<file path="config.mk">
export PLATFORM = sky130hd
export DESIGN_NAME = asfx_tracker
export DESIGN_NICKNAME = d
export VERILOG_FILES = /design/src/rtl/asfx_pkg.sv /design/src/rtl/asfx_decode.sv /design/src/rtl/asfx_record.sv /design/src/rtl/asfx_undo.sv /design/src/rtl/asfx_tracker.sv
export SDC_FILE = /design/constraint.sdc
export NUM_CORES = 1
export LEC_CHECK = 0
export ABC_CLOCK_PERIOD_IN_PS = 4260
export CAP_MARGIN = 20
export CORE_MARGIN = 3
export CORE_UTILIZATION = 50
export DETAILED_ROUTE_END_ITERATION = 12
export DONT_BUFFER_PORTS = 1
export GPL_TIMING_DRIVEN = 0
export SLEW_MARGIN = 20
export SYNTH_ARGS = -nofsm -noshare
export SYNTH_HDL_FRONTEND = slang
export SYNTH_SLANG_ARGS = --single-unit
</file>
<file path="constraint.sdc">
create_clock -name clk -period 4.26 [get_ports clk]
set_input_delay 0.852 -clock clk [delete_from_list [all_inputs] [get_ports clk]]
set_output_delay 0.852 -clock clk [all_outputs]
set_load 0.05 [all_outputs]
</file>
<file path="src/rtl/asfx_pkg.sv">
package asfx_pkg;
  localparam int WORD_W  = 16;
  localparam int REG_W   = 3;
  localparam int DELTA_W = 5;
  localparam int ENTRIES = 2;
  localparam int CNT_W   = $clog2(ENTRIES + 1);
  localparam logic [REG_W-1:0] PC_REG = '1;

  typedef struct packed {
    logic               vld;
    logic [REG_W-1:0]   rnum;
    logic [DELTA_W-1:0] delta;
  } rec_entry_t;

  typedef rec_entry_t [ENTRIES-1:0] rec_set_t;
endpackage

</file>
<file path="src/rtl/asfx_decode.sv">
module asfx_decode
  import asfx_pkg::*;
(
  input  logic [WORD_W-1:0] word,
  output logic [1:0]        op_count,
  output logic              se_src,
  output logic              se_dst,
  output logic [REG_W-1:0]  src_reg,
  output logic [REG_W-1:0]  dst_reg,
  output logic              conflict
);
  function automatic logic field_changes(input logic [5:0] f);
    logic [2:0] mode;
    mode = f[5:3];
    return (mode >= 3'd2 && mode <= 3'd5) || (f[2:0] == PC_REG && mode >= 3'd6);
  endfunction

  logic [3:0] top4;
  logic [2:0] mid3;
  logic [2:0] low3;

  always_comb begin
    top4 = word[15:12];
    mid3 = word[11:9];
    low3 = word[8:6];
    op_count = 2'd0;
    if (top4[2:0] >= 3'd1 && top4[2:0] <= 3'd6) begin
      op_count = 2'd2;
    end else if (top4 == 4'b0111) begin
      op_count = 2'd1;
    end else if (top4 == 4'b0000 || top4 == 4'b1000) begin
      if (mid3 == 3'b101 || mid3 == 3'b110) op_count = 2'd1;
      else if (mid3 == 3'b100 && top4 == 4'b0000) op_count = 2'd1;
      else if (mid3 == 3'b000 && (low3 == 3'b001 || low3 == 3'b011)) op_count = 2'd1;
    end else begin
      if (mid3 == 3'b000 && low3 == 3'b000) op_count = 2'd0;
      else op_count = 2'd1;
    end
    src_reg  = word[8:6];
    dst_reg  = word[2:0];
    se_src   = (op_count == 2'd2) && field_changes(word[11:6]);
    se_dst   = (op_count != 2'd0) && field_changes(word[5:0]);
    conflict = se_src && se_dst && (src_reg == dst_reg);
  end
endmodule

</file>
<file path="src/rtl/asfx_record.sv">
module asfx_record
  import asfx_pkg::*;
(
  input  logic               clk,
  input  logic               rst_n,
  input  logic               clear,
  input  logic               upd_fire,
  input  logic [REG_W-1:0]   upd_reg,
  input  logic [DELTA_W-1:0] upd_delta,
  output rec_set_t           rec,
  output logic [CNT_W-1:0]   count
);
  rec_set_t nxt;
  logic     placed;

  always_comb begin
    nxt = rec;
    if (clear) begin
      for (int i = 0; i < ENTRIES; i++) nxt[i] = '0;
    end
    placed = 1'b0;
    if (upd_fire) begin
      for (int i = 0; i < ENTRIES; i++) begin
        if (!placed && nxt[i].vld && nxt[i].rnum == upd_reg) begin
          nxt[i].delta = nxt[i].delta + upd_delta;
          placed = 1'b1;
        end
      end
      for (int i = 0; i < ENTRIES; i++) begin
        if (!placed && !nxt[i].vld) begin
          nxt[i].vld   = 1'b1;
          nxt[i].rnum  = upd_reg;
          nxt[i].delta = upd_delta;
          placed = 1'b1;
        end
      end
    end
  end

  always_ff @(posedge clk or negedge rst_n) begin
    if (!rst_n) rec <= '0;
    else        rec <= nxt;
  end

  always_comb begin
    count = '0;
    for (int i = 0; i < ENTRIES; i++) count = count + CNT_W'(rec[i].vld);
  end
endmodule

</file>
<file path="src/rtl/asfx_undo.sv">
module asfx_undo
  import asfx_pkg::*;
(
  input  logic               clk,
  input  logic               rst_n,
  input  logic               frozen,
  input  logic               arm,
  input  rec_set_t           rec,
  input  logic               se_src,
  input  logic               se_dst,
  input  logic               conflict,
  input  logic               abort_dst_q,
  input  logic [REG_W-1:0]   src_reg,
  input  logic [REG_W-1:0]   dst_reg,
  output logic               corr_valid,
  input  logic               corr_ready,
  output logic [REG_W-1:0]   corr_reg,
  output logic [DELTA_W-1:0] corr_amount,
  output logic               corr_last
);
  logic               src_on, dst_on;
  logic [ENTRIES-1:0] done, pend, pick;

  assign src_on = se_src && !conflict;
  assign dst_on = se_dst && !conflict && (abort_dst_q || !se_src);

  for (genvar g = 0; g < ENTRIES; g++) begin : g_pend
    assign pend[g] = frozen && rec[g].vld && !done[g] &&
                     ((src_on && rec[g].rnum == src_reg) ||
                      (dst_on && rec[g].rnum == dst_reg));
  end

  always_comb begin
    pick        = '0;
    corr_reg    = '0;
    corr_amount = '0;
    for (int i = ENTRIES - 1; i >= 0; i--) begin
      if (pend[i]) begin
        pick        = '0;
        pick[i]     = 1'b1;
        corr_reg    = rec[i].rnum;
        corr_amount = -rec[i].delta;
      end
    end
    corr_valid = |pend;
    corr_last  = ($countones(pend) == 1);
  end

  always_ff @(posedge clk or negedge rst_n) begin
    if (!rst_n)                        done <= '0;
    else if (arm)                      done <= '0;
    else if (corr_valid && corr_ready) done <= done | pick;
  end
endmodule

</file>
<file path="src/rtl/asfx_tracker.sv">
module asfx_tracker
  import asfx_pkg::*;
(
  input  logic         clk,
  input  logic         rst_n,
  input  logic         start_valid,
  input  logic [15:0]  instr_word,
  input  logic         upd_valid,
  output logic         upd_ready,
  input  logic [2:0]   upd_reg,
  input  logic [4:0]   upd_delta,
  input  logic         abort_valid,
  input  logic         abort_dst,
  input  logic         rec_ack,
  output logic         rec_frozen,
  output logic [1:0]   rec_count,
  output logic [2:0]   rec0_reg,
  output logic [4:0]   rec0_delta,
  output logic [2:0]   rec1_reg,
  output logic [4:0]   rec1_delta,
  output logic [1:0]   op_count,
  output logic         conflict,
  output logic         corr_valid,
  input  logic         corr_ready,
  output logic [2:0]   corr_reg,
  output logic [4:0]   corr_amount,
  output logic         corr_last
);
  logic [WORD_W-1:0] instr_q;
  logic              frozen, abort_dst_q;
  logic              start_fire, abort_fire, ack_fire, upd_fire;
  logic              se_src, se_dst;
  logic [REG_W-1:0]  src_reg, dst_reg;
  rec_set_t          rec;
  logic [CNT_W-1:0]  count;

  assign upd_ready  = !frozen;
  assign upd_fire   = upd_valid && upd_ready;
  assign start_fire = start_valid && !frozen;
  assign abort_fire = abort_valid && !frozen;
  assign ack_fire   = rec_ack && frozen && !corr_valid;

  always_ff @(posedge clk or negedge rst_n) begin
    if (!rst_n) begin
      instr_q     <= '0;
      frozen      <= 1'b0;
      abort_dst_q <= 1'b0;
    end else begin
      if (start_fire) instr_q <= instr_word;
      if (abort_fire) begin
        frozen      <= 1'b1;
        abort_dst_q <= abort_dst;
      end else if (ack_fire) begin
        frozen <= 1'b0;
      end
    end
  end

  asfx_decode u_decode (
    .word(instr_q), .op_count(op_count), .se_src(se_src), .se_dst(se_dst),
    .src_reg(src_reg), .dst_reg(dst_reg), .conflict(conflict)
  );

  asfx_record u_record (
    .clk(clk), .rst_n(rst_n), .clear(start_fire), .upd_fire(upd_fire),
    .upd_reg(upd_reg), .upd_delta(upd_delta), .rec(rec), .count(count)
  );

  asfx_undo u_undo (
    .clk(clk), .rst_n(rst_n), .frozen(frozen), .arm(abort_fire), .rec(rec),
    .se_src(se_src), .se_dst(se_dst), .conflict(conflict),
    .abort_dst_q(abort_dst_q), .src_reg(src_reg), .dst_reg(dst_reg),
    .corr_valid(corr_valid), .corr_ready(corr_ready), .corr_reg(corr_reg),
    .corr_amount(corr_amount), .corr_last(corr_last)
  );

  assign rec_frozen = frozen;
  assign rec_count  = count;
  assign rec0_reg   = rec[0].rnum;
  assign rec0_delta = rec[0].delta;
  assign rec1_reg   = rec[1].rnum;
  assign rec1_delta = rec[1].delta;
endmodule

</file>
==> metrics.md <==
| Metric | Value |
|---|---|
| Final slew viol count | `0` |
| Post-Syn Area | `2880 sq um` |
| Slowest-stage cell, CP | `dfrtp_2` |
| Status | `completed` |
| Core footprint | `5340 sq um` |
| PD cells | `908 nW/um^2` |
| Via-per-instance ratio | `5.48` |
| Largest fanout on the critical path | `9` |
| Layout area overhead | `6.09%` |
| Final TNS setup | `0 ns` |
| Final Hold Viols | `0` |
| Fin Clk Skew | `0.00461 ns` |
| Gr ovfl total | `0` |
| Rel. slew slack | `37.7%` |
| Syn avg cell area | `8.29 sq um` |
| TritonCTS buffer count | `5` |
| Post_cts resized | `0` |
| Gate power share | `64.3%` |
| Cell repeated most along the worst path | `inv_1` |
| Sw Ratio | `54.9%` |
| Cells after Synth | `347` |
| Fmax | `about 270 MHz` |
| Die ar. | `6700 sq um` |
| Flop2flop setup slack | `around 0.88 ns` |
| Synth Warn # | `0` |
| Final Non-Filler Cells | `424` |
| Cell accounting for the most synthesized area | `dfrtp_1` |
| Net Count, Synth | `394` |
| Clk_lat worst skew | `approximately 0.29 ns` |
| Net count, final | `401` |
| Drt first-iter violations | `approximately 110` |
| Minimum clock period | `3.72 ns` |
| CP Data Arrival Time | `approximately 2.9 ns` |
| Top-area cell type share of the netlist area | `between 30% and 40%` |
| Max-cap viol count | `0` |
| Number of global-route vias before repair | `2184` |
| Htree depth | `2` |
| Startpoint type of the worst setup path | `flop` |
| Post-CTS Hold Fix Bufs | `0` |
| IO Pins | `65` |
| Critical-path cell list | `inv_1, nor3_1, nand4_1, o22ai_4, inv_4, ha_1, inv_1` |
| FP Rows | `26` |
| Commonest non-fill, non-tap cell in the layout | `nand2_1` |
| Worst min path class | `input port to async pin` |
| Antenna-violating nets left | `0` |
| Slowest stage delay, CP | `0.63 ns` |
| Netlist cell types | `50` |
| Tcrit/Tclk final | `roughly 87%` |
| RSZ-0062 raised after global routing | `no` |
| Synth Register Bits | `37` |
| Die Ht | `81.8 microns` |
| Clk sink count | `37` |
| Post-synthesis sequential area ratio | `32.2%` |
| CTS clk-pin slew, worst paths | `0.07 ns` |
| Post-synth EDFFs | `0` |
| # Post-CTS Setup Buffers | `0` |
| Clock Power Share | `under 10%` |
| Final WL | `6990 microns` |
| Initial antenna violation count | `0` |
| GP Congestion | `0.849` |
| CTS tree | `yes` |
| First-pass GRT wire length | `11200 microns` |
| Gr usage total | `between 20 and 25%` |
| Tightest Pin Transition | `0.926 ns` |
| Via count | `2324` |
| Ys flop type | `dfrtp_1` |
| Ant. Diodes | `0` |
| Post-Place Cells | `417` |
| Most frequent cells in the layout | `83 x nand2_1, 36 x dfrtp_1, 24 x inv_1` |
| Drt pass-1 iters | `4` |
| Total power | `around 2.8 mW` |
| Top cells by area, synth | `dfrtp_1 32%, nand2_1 11%, ha_1 5.7%` |
| Clock tree root buffer cell | `clkbuf_8` |
| Net Sw Power | `~1.5 mW` |
| # setup viols final | `0` |
| # port buffers | `0` |
| Cell Int Power | `1.25 mW` |
| Worst path buffer plus inverter count | `3` |
| DIE WIDTH | `between 80 and 90 microns` |
| Pin count of the biggest net entering global routing | `38` |
| Setup Crit Path Kind | `flop to primary output` |
| Maximum resistive drop on vdd | `526 uV` |
| DR WL/cell | `16.5 microns` |
| Sequential power share | `26.7%` |
| Ys async rst share | `100%` |
| Final HPWL DP | `5430 microns` |
| Critical path's top delay family | `buffers and inverters` |
| Worst path required time | `3.41 ns` |
| Initial Util | `53.9%` |
| Layout cells sized above 1 | `between 10% and 20%` |
| DR DRC count | `0` |
| CP Capture Type | `primary output` |
| Leak | `1.52 nW` |
| Clock buffer depth | `2` |
synthesized netlist by cell type, types with 6 or more instances:
master / instances
a21oi_1: 11
a22oi_1: 8
buf_4: 18
clkbuf_1: 7
dfrtp_1: 37
ha_1: 13
inv_1: 24
nand2_1: 83
nand3_1: 6
nor2_1: 13
nor2b_1: 6
nor3_1: 7
o21ai_0: 12
o22ai_1: 7
xnor2_1: 15
xor2_1: 16
flip-flops by register name, summed over array words and instances (netlist names):
name,cells
u_record.rec,18
instr_q,15
u_undo.done,2
abort_dst_q,1
rec_frozen,1
metrics by stage:
| stage | hold slack (ns) | instance area [sq um] | setup WS, ns | util (%) |
|---|---|---|---|---|
| CTS | 0.244 | 3050 | 0.186 | 57.2 |
| global route | 0.234 | 3050 | 0.351 | 57.2 |
| global placement | 0.489 | 2960 | 0.513 | 55.5 |
| finish | 0.252 | 3050 | 0.538 | 57.2 |
| detailed placement | 0.498 | 2960 | 0.505 | 55.5 |
| floorplan | 0.446 | 2880 | 0.921 | - |
final cells by class:
cell class	count	area, sq um
inverter	25	96.3
multi-input combinational	255	1670
fill	498	2280
sequential	37	927
clock buffer	7	86.3
buffer	30	186
tap	70	87.6
final timing paths:
path                                        startpoint                        end  cells after the start
worst max-delay path            rec_frozen$_DFFE_PN0P_                 corr_valid                      7
worst min-delay path                             rst_n    instr_q[11]$_DFFE_PN0P_                      0
worst max register to register  rec_frozen$_DFFE_PN0P_  u_record.rec[4]$_DFF_PN0_                     14
worst min register to register  instr_q[4]$_DFFE_PN0P_     instr_q[4]$_DFFE_PN0P_                      2
max in group asynchronous                        rst_n     instr_q[8]$_DFFE_PN0P_                      0
min in group clk                instr_q[4]$_DFFE_PN0P_     instr_q[4]$_DFFE_PN0P_                      2
logic make-up (layout without fill, tap and decap cells):
group | after synthesis | in the layout | synth area share (%)
muxes | 9 | 9 | 4.18
AOI/OAI and AO/OA | 62 | 62 | 14.9
buffers and inverters | 55 | 62 | 9.83
and+or+nand+nor | 138 | 138 | 22.4
adders and majority gates | 15 | 15 | 7.05
xor gates and xnor gates | 31 | 31 | 9.44
DFF | 37 | 37 | 32.2
layer usage:
layer | track usage, % | share of wire (%)
met3 | 3.84 | 5.7
met1 | 33.4 | 50
met5 | 0 | 0
met4 | 5.48 | 1.0
met2 | 33.4 | 43
power groups by stage:
| stage | Sequential, mW | Combinational [mW] | Clock [mW] |
|---|---|---|---|
| final | 0.739 | 1.78 | 0.249 |
| after CTS | 0.737 | 1.79 | 0.257 |
| after global placement | 0.739 | 1.75 | 0 |
| after floorplan | 0.670 | 1.57 | 0 |
| after detailed placement | 0.743 | 1.78 | 0 |
| after global routing | 0.770 | 1.94 | 0.272 |
(Power assumes the default switching activity.)
